`src/rtl/i2cbank_pkg.sv`:
```
package i2cbank_pkg;
  localparam int NCHAN = 14;
  localparam int IDXW  = $clog2(NCHAN + 2);

  // strobes from the bus controller to the datapath
  typedef struct packed {
    logic            shiftIn;
    logic            rxBit;
    logic            shiftOut;
    logic            loadTx;
    logic            wrCtrl;
    logic            wrChan;
    logic [IDXW-1:0] idx;
  } strobe_t;
endpackage

```
`src/rtl/i2cbank_dp.sv`:
```
module i2cbank_dp
  import i2cbank_pkg::*;
(
  input  logic              clk,
  input  logic              rstN,
  input  strobe_t           strb,
  output logic [7:0]        rxByte,
  output logic              txMsb,
  output logic [NCHAN*8-1:0] bankAOut,
  output logic [NCHAN*8-1:0] bankBOut,
  output logic              wrBank,
  output logic              rdBank,
  output logic              extOsc,
  output logic              lagMode
);
  logic [7:0] shiftReg;
  logic [7:0] bankQ [2][NCHAN];
  logic [7:0] txByte;

  // byte offered to the shifter: selected bank, or all ones past the end
  always_comb begin
    txByte = 8'hFF;
    for (int c = 0; c < NCHAN; c++)
      if (strb.idx == IDXW'(c)) txByte = rdBank ? bankQ[1][c] : bankQ[0][c];
  end

  always_ff @(posedge clk or negedge rstN) begin
    if (!rstN)              shiftReg <= '0;
    else if (strb.loadTx)   shiftReg <= txByte;
    else if (strb.shiftIn)  shiftReg <= {shiftReg[6:0], strb.rxBit};
    else if (strb.shiftOut) shiftReg <= {shiftReg[6:0], 1'b1};
  end

  always_ff @(posedge clk or negedge rstN) begin
    if (!rstN) begin
      lagMode <= 1'b0;
      wrBank  <= 1'b0;
      rdBank  <= 1'b0;
      extOsc  <= 1'b0;
    end else if (strb.wrCtrl) begin
      lagMode <= shiftReg[0];
      wrBank  <= shiftReg[1];
      rdBank  <= shiftReg[2];
      extOsc  <= shiftReg[3];
    end
  end

  for (genvar b = 0; b < 2; b++) begin : g_bank
    for (genvar c = 0; c < NCHAN; c++) begin : g_chan
      always_ff @(posedge clk or negedge rstN) begin
        if (!rstN) bankQ[b][c] <= '0;
        else if (strb.wrChan && (wrBank == 1'(b)) && (strb.idx == IDXW'(c)))
          bankQ[b][c] <= shiftReg;
      end
    end
  end

  for (genvar c = 0; c < NCHAN; c++) begin : g_flat
    assign bankAOut[c*8 +: 8] = bankQ[0][c];
    assign bankBOut[c*8 +: 8] = bankQ[1][c];
  end

  assign rxByte = shiftReg;
  assign txMsb  = shiftReg[7];
endmodule

```
`src/rtl/i2cbank_ctrl.sv`:
```
module i2cbank_ctrl
  import i2cbank_pkg::*;
#(
  parameter logic [5:0] ADDR_HI = 6'b111010
) (
  input  logic       clk,
  input  logic       rstN,
  input  logic       sclIn,
  input  logic       sdaIn,
  input  logic       addrPin,
  input  logic [7:0] rxByte,
  input  logic       txMsb,
  output strobe_t    strb,
  output logic       sdaOe,
  output logic       startDet,
  output logic       stopDet
);
  typedef enum logic [2:0] {
    S_IDLE, S_ADDR, S_ACK, S_WDATA, S_RDATA, S_RACK, S_IGN
  } state_t;

  state_t          state, stateN;
  logic [1:0]      sclSync, sdaSync;
  logic            sclD, sdaD;
  logic [3:0]      bitCnt, bitCntN;
  logic [IDXW-1:0] byteCnt, byteCntN, byteSat;
  logic            isRead, isReadN, mAck, mAckN;
  logic            sclNow, sdaNow, sclRise, sclFall;

  always_ff @(posedge clk or negedge rstN) begin
    if (!rstN) begin
      sclSync <= '1;
      sdaSync <= '1;
      sclD    <= 1'b1;
      sdaD    <= 1'b1;
    end else begin
      sclSync <= {sclSync[0], sclIn};
      sdaSync <= {sdaSync[0], sdaIn};
      sclD    <= sclSync[1];
      sdaD    <= sdaSync[1];
    end
  end

  assign sclNow   = sclSync[1];
  assign sdaNow   = sdaSync[1];
  assign sclRise  = sclNow & ~sclD;
  assign sclFall  = ~sclNow & sclD;
  assign startDet = sclNow & sclD & sdaD & ~sdaNow;
  assign stopDet  = sclNow & sclD & ~sdaD & sdaNow;
  assign byteSat  = (byteCnt == IDXW'(NCHAN)) ? byteCnt : byteCnt + 1'b1;

  always_comb begin
    stateN   = state;
    bitCntN  = bitCnt;
    byteCntN = byteCnt;
    isReadN  = isRead;
    mAckN    = mAck;
    strb     = '0;
    if (startDet) begin
      stateN  = S_ADDR;
      bitCntN = 4'd0;
    end else if (stopDet) begin
      stateN = S_IDLE;
    end else begin
      case (state)
        S_ADDR, S_WDATA: begin
          if (sclRise) begin
            strb.shiftIn = 1'b1;
            strb.rxBit   = sdaNow;
            bitCntN      = bitCnt + 4'd1;
          end else if (sclFall && bitCnt == 4'd8) begin
            bitCntN = 4'd0;
            if (state == S_ADDR) begin
              if (rxByte[7:1] == {ADDR_HI, addrPin}) begin
                stateN   = S_ACK;
                isReadN  = rxByte[0];
                byteCntN = '0;
              end else begin
                stateN = S_IGN;
              end
            end else if (byteCnt <= IDXW'(NCHAN)) begin
              stateN   = S_ACK;
              byteCntN = byteCnt + 1'b1;
              if (byteCnt == '0) begin
                strb.wrCtrl = 1'b1;
              end else begin
                strb.wrChan = 1'b1;
                strb.idx    = byteCnt - 1'b1;
              end
            end else begin
              stateN = S_IGN;
            end
          end
        end
        S_ACK: begin
          if (sclFall) begin
            if (isRead) begin
              stateN      = S_RDATA;
              strb.loadTx = 1'b1;
              strb.idx    = byteCnt;
              byteCntN    = byteSat;
            end else begin
              stateN = S_WDATA;
            end
          end
        end
        S_RDATA: begin
          if (sclFall) begin
            if (bitCnt == 4'd7) begin
              stateN  = S_RACK;
              bitCntN = 4'd0;
            end else begin
              strb.shiftOut = 1'b1;
              bitCntN       = bitCnt + 4'd1;
            end
          end
        end
        S_RACK: begin
          if (sclRise) begin
            mAckN = ~sdaNow;
          end else if (sclFall) begin
            if (mAck) begin
              stateN      = S_RDATA;
              strb.loadTx = 1'b1;
              strb.idx    = byteCnt;
              byteCntN    = byteSat;
            end else begin
              stateN = S_IGN;
            end
          end
        end
        default: ;
      endcase
    end
  end

  always_ff @(posedge clk or negedge rstN) begin
    if (!rstN) begin
      state   <= S_IDLE;
      bitCnt  <= '0;
      byteCnt <= '0;
      isRead  <= 1'b0;
      mAck    <= 1'b0;
    end else begin
      state   <= stateN;
      bitCnt  <= bitCntN;
      byteCnt <= byteCntN;
      isRead  <= isReadN;
      mAck    <= mAckN;
    end
  end

  assign sdaOe = (state == S_ACK) | ((state == S_RDATA) & ~txMsb);
endmodule

```
`src/rtl/chanbank_i2c_slave.sv`:
```
module chanbank_i2c_slave
  import i2cbank_pkg::*;
#(
  parameter logic [5:0] ADDR_HI = 6'b111010
) (
  input  logic               clk,
  input  logic               rstN,
  input  logic               sclIn,
  input  logic               sdaIn,
  input  logic               addrPin,
  output logic               sdaOe,
  output logic [NCHAN*8-1:0] bankAOut,
  output logic [NCHAN*8-1:0] bankBOut,
  output logic               wrBankSel,
  output logic               rdBankSel,
  output logic               extOscSel,
  output logic               lagSel
);
  strobe_t    strb;
  logic [7:0] rxByte;
  logic       txMsb;
  logic       startDet, stopDet;

  i2cbank_ctrl #(.ADDR_HI(ADDR_HI)) u_ctrl (
    .clk(clk), .rstN(rstN), .sclIn(sclIn), .sdaIn(sdaIn), .addrPin(addrPin),
    .rxByte(rxByte), .txMsb(txMsb), .strb(strb), .sdaOe(sdaOe),
    .startDet(startDet), .stopDet(stopDet)
  );

  i2cbank_dp u_dp (
    .clk(clk), .rstN(rstN), .strb(strb), .rxByte(rxByte), .txMsb(txMsb),
    .bankAOut(bankAOut), .bankBOut(bankBOut), .wrBank(wrBankSel),
    .rdBank(rdBankSel), .extOsc(extOscSel), .lagMode(lagSel)
  );
endmodule

```
`config.mk`:
```
export PLATFORM = sky130hd
export DESIGN_NAME = chanbank_i2c_slave
export DESIGN_NICKNAME = d
export VERILOG_FILES = /design/src/rtl/i2cbank_pkg.sv /design/src/rtl/i2cbank_dp.sv /design/src/rtl/i2cbank_ctrl.sv /design/src/rtl/chanbank_i2c_slave.sv
export SDC_FILE = /design/constraint.sdc
export NUM_CORES = 1
export LEC_CHECK = 0
export BUFFER_PORTS_ARGS = -buffer_cell sky130_fd_sc_hd__buf_2
export CORE_UTILIZATION = 57
export DETAILED_ROUTE_END_ITERATION = 8
export HOLD_SLACK_MARGIN = 0.15
export PLACE_DENSITY = 0.85
export RECOVER_POWER = 25
export SLEW_MARGIN = 20
export SYNTH_ARGS = -nofsm -noshare
export SYNTH_HDL_FRONTEND = slang
export SYNTH_HIERARCHICAL = 1
export SYNTH_SLANG_ARGS = --single-unit
```
`constraint.sdc`:
```
create_clock -name clk -period 4.03 [get_ports clk]
set_input_delay 0.6045 -clock clk [delete_from_list [all_inputs] [get_ports clk]]
set_output_delay 0.6045 -clock clk [all_outputs]
set_load 0.02 [all_outputs]
```
==> results.rst <==
.. list-table::
   :header-rows: 1

   * - Metric
     - Value
   * - Top flip-flop cell by instance count after synthesis
     - dfrtp_1
   * - Worst-path cell with the longest stage delay
     - or4b_1
   * - Sw Share
     - 31.3%
   * - Most area-consuming cells after synthesis
     - dfrtp_1, mux2_2, mux2i_1, mux4_2, dfstp_2
   * - Placeable core region
     - approximately 23000 um2
   * - Min Hold Slack
     - 0.179 ns
   * - Count of vias placed by the detailed router
     - a little over 10000
   * - Layout overhead on the synthesized area
     - 17.7%
   * - Post-place instance area
     - 14600 um2
   * - H-tree depth reported by CTS
     - 1
   * - Routed wire length
     - 39.7 mm
   * - Net load switching power
     - ~2 mW
   * - Cell area after layout
     - 15400 um2
   * - Average wire per standard cell
     - 25.2 um
   * - Top library cells by usage in the layout, fill and taps aside
     - mux2_2, dfrtp_1, buf_2
   * - Number of sinks handled by clock tree synthesis
     - 255
   * - Cell area power density
     - between 400 and 500 nW/um2
   * - Data arrival at the endpoint of the critical path
     - 4.30 ns
   * - Maximum number of buffers from clock root to sink
     - 3
   * - Cell Count, Final, Fillers Out
     - about 1600
   * - Post-synth net total
     - 1054
   * - Cell row count
     - 55
   * - Gr usage total
     - 33.5%
   * - Fraction of synthesized cell area taken by the top area cell type
     - 47.6%
   * - Worst Tran Pin Value
     - 2.62 ns
   * - Library cell occupying the most area in the post-synthesis netlist
     - dfrtp_1
   * - Buffer type at the clock tree root
     - clkbuf_16
   * - Count of flip-flops with a built-in enable after synthesis
     - 0
   * - Synthesis warning total
     - 6
   * - Path class of the lowest-slack min-delay path
     - input pin to flip-flop
   * - Initial antenna violation count
     - 0
   * - Delay-heaviest family, CP
     - simple AND/OR/NAND/NOR gates
   * - Fin nets
     - 1284
   * - TritonRoute pass-1 iters
     - 8
   * - Slack of the critical path
     - 0.137 ns
   * - Outcome
     - finished with violations
   * - Core occupancy in the finished layout
     - 68.3%
   * - Most frequent standard cell in the layout excluding fill and tap cells
     - mux2_2
   * - Vias in the first global route
     - 9942
   * - Post-placement cell count
     - around 1500
   * - Number of buffers and inverters on the critical path
     - 3
   * - Height of the die
     - 154 um
   * - Max Clock Skew
     - 0.0187 ns
   * - Cell-internal power
     - 4.32 mW
   * - Worst ir drop on vdd
     - between 0.0003 and 0.0004 V
   * - Initial core utilization
     - 58.0%
   * - Die boundary width
     - 154 um
   * - Endpoint class of the critical path
     - flip-flop
   * - Max incr delay on CP
     - 0.62 ns
   * - Die area
     - 23600 um2
   * - Tightest slew margin relative to the limit
     - -74.6%
   * - Setup repair after global routing missed its margin
     - no
   * - Hold Violations, Final
     - 0
   * - Combinational share of power
     - 18.3%
   * - Largest fanout on the critical path
     - 10
   * - Leak Pwr
     - 7.80 nW
   * - Element type at the critical path start
     - flip-flop
   * - Aggregate global routing overflow
     - 0
   * - TritonCTS clock tree
     - built
   * - Final worst path period share
     - 96.6%
   * - Synthesized area per cell
     - 12.6 um2
   * - Cell Chain, Critical Path
     - inv_1, ha_1, nand4b_2, or4b_4, nand2b_4, o21ai_4, buf_4, buf_4, or4b_1, nor2_2, mux2_2
   * - Gate Count Post-Synth
     - 1043
   * - Sequential area share after synthesis
     - 48.8%
   * - Half-perimeter wire length after placement
     - 27.5 mm
   * - WP data required
     - 4.44 ns
   * - Antenna Diode Count
     - 0
   * - Cell area after synthesis
     - about 13000 um2
   * - Share of post-route cells with drive strength above 1
     - between 40 and 50%
   * - Final critical path time including I/O delays and setup
     - a little under 4 ns
   * - Final Max Slew Viols
     - between 100 and 150
   * - Async SR Flop Fraction
     - 100%
   * - Worst Setup Path Type
     - flip-flop to flip-flop
   * - Synth Register Bits
     - 255
   * - Maximum number of pins on one net before global-route repair
     - 105
   * - Portion of total power attributed to the clock network
     - a little under two fifths
   * - # DRC
     - 0
   * - Most frequent CP cell
     - buf_4
   * - Clock transition at path regs
     - 0.06 ns
   * - Final weighted congestion in routability-driven placement
     - about 0.97
   * - Pre-CTS setup slack
     - -0.00741 ns
   * - Vias per cell
     - roughly 6.5
   * - Total CTS buffers
     - 25
   * - Proportion of power drawn by flip-flops and latches
     - 44.7%
   * - First-pass GRT wire length
     - approximately 60 mm
   * - Number of max-cap violations
     - 1
   * - Violated checks
     - capacitance limit, slew limit
   * - Setup violation total in the final timing report
     - 0
   * - Number of buffers inserted for hold repair after clock tree synthesis
     - 0
   * - Count of input and output buffers
     - 233
   * - IO Pins
     - 234
   * - Number of DRC violations after detailed-routing iteration 0
     - 969
   * - Fmax achieved
     - approximately 260 MHz
   * - Number of distinct library cells after synthesis
     - 83
   * - Clock latency on the worst-skew pair
     - 0.54 ns
   * - Antenna-violating nets left
     - 0
## logic make-up after synthesis
group / synth area share (%)
mux: 29.3
fa+ha+maj: 0.573
buf+inv: 3.32
simple gates: 9.23
xor+xnor: 0.0669
flops: 48.8
compound gates: 8.73
## power by group through the flow
stage	Combinational (mW)	Sequential, mW	Clock, mW
after floorplan	0.736	2.78	0
after global placement	1.09	2.84	0
after detailed placement	1.10	2.85	0
after CTS	1.11	2.80	2.36
after global routing	1.22	2.82	2.46
final	1.15	2.81	2.32
## per-layer routing
metal  vias to the layer above  part of all wire [%]  global-route usage, %
li1                       4356                     -                      -
met1                      5172                    41                   47.6
met2                       584                    45                   51.5
met3                       114                   9.4                   6.34
met4                         0                   4.0                   12.6
met5                         -                     0                      0
## stage by stage
step           power (mW)  setup TNS, ns
3_5_place_dp         3.95       -0.00741
4_1_cts              6.28              0
3_3_place_gp         3.93              0
5_1_grt              6.50              0
6_report             6.28              0
2_1_floorplan        3.51              0
## Yosys cell counts (3+ instances only)
library cell  count
or4b_1            4
o21a_1            3
o211ai_1          5
o22ai_1           6
dfstp_2           6
o21ai_1           9
o21ai_0          30
buf_6             4
buf_2            14
nor2_1           36
inv_1             8
a211oi_1         10
and2_1            3
nor4b_4           3
o221a_2           4
a2111oi_0         3
ha_1              6
o2111ai_1         4
o31ai_1          12
o221ai_1          6
nor4_1            8
nor2b_1          17
a31oi_1           5
nand2_2           3
nand3b_1          3
buf_4            19
nor2_2            8
clkbuf_1         36
nor3_1           12
a22oi_1          12
mux4_2            8
dfrtp_1         249
mux2i_1          78
nand2b_1         11
mux2_2          253
o32ai_1           3
a221oi_1          3
a21oi_1          30
nand3_1          16
nand2_1          34
a21o_1            5
## state kept, by name, summed over array words and instances (netlist names), 2 cells and up
name	flops
u_ctrl/bitCnt	4
u_ctrl/byteCnt	4
u_ctrl/sclSync	2
u_ctrl/sdaSync	2
u_ctrl/state	3
u_dp/bankAOut	112
u_dp/bankBOut	112
u_dp/rxByte	8
## path summary, 6_finish.rpt
| check | startpoint | end | slack [ns] | depth (start not counted) |
|---|---|---|---|---|
| worst max-delay path | u_ctrl/byteCnt[0] | u_dp/bankBOut[70] | 0.14 | 11 |
| worst min-delay path | sclIn | u_ctrl/sclSync[0] | 0.18 | 1 |
| worst max register to register | u_ctrl/byteCnt[0] | u_dp/bankBOut[70] | 0.14 | 11 |
| worst min register to register | u_ctrl/sdaSync[0] | u_ctrl/sdaSync[1] | 0.36 | 0 |
| max in group asynchronous | rstN | u_dp/bankAOut[68] | 0.83 | 2 |
| min in group asynchronous | rstN | u_dp/bankAOut[79] | 0.89 | 1 |
## repair_timing
item                                    in CTS  in global routing
pin swaps                                    0                  2
endpoints found under the setup margin       1                 71
setup buffers                                0                  4
gates resized for setup                      1                  1
cloned                                       0                  1
## final cells by class
| class | instances | area (um2) |
|---|---|---|
| Fill cell | 1666 | 7160 |
| Sequential cell | 255 | 6390 |
| Multi-Input combinational cell | 705 | 6320 |
| Timing Repair Buffer | 276 | 1500 |
| Clock buffer | 33 | 706 |
| Tap cell | 285 | 357 |
| Clock inverter | 9 | 104 |
| Inverter | 10 | 37.5 |
(Power assumes the default switching activity.)
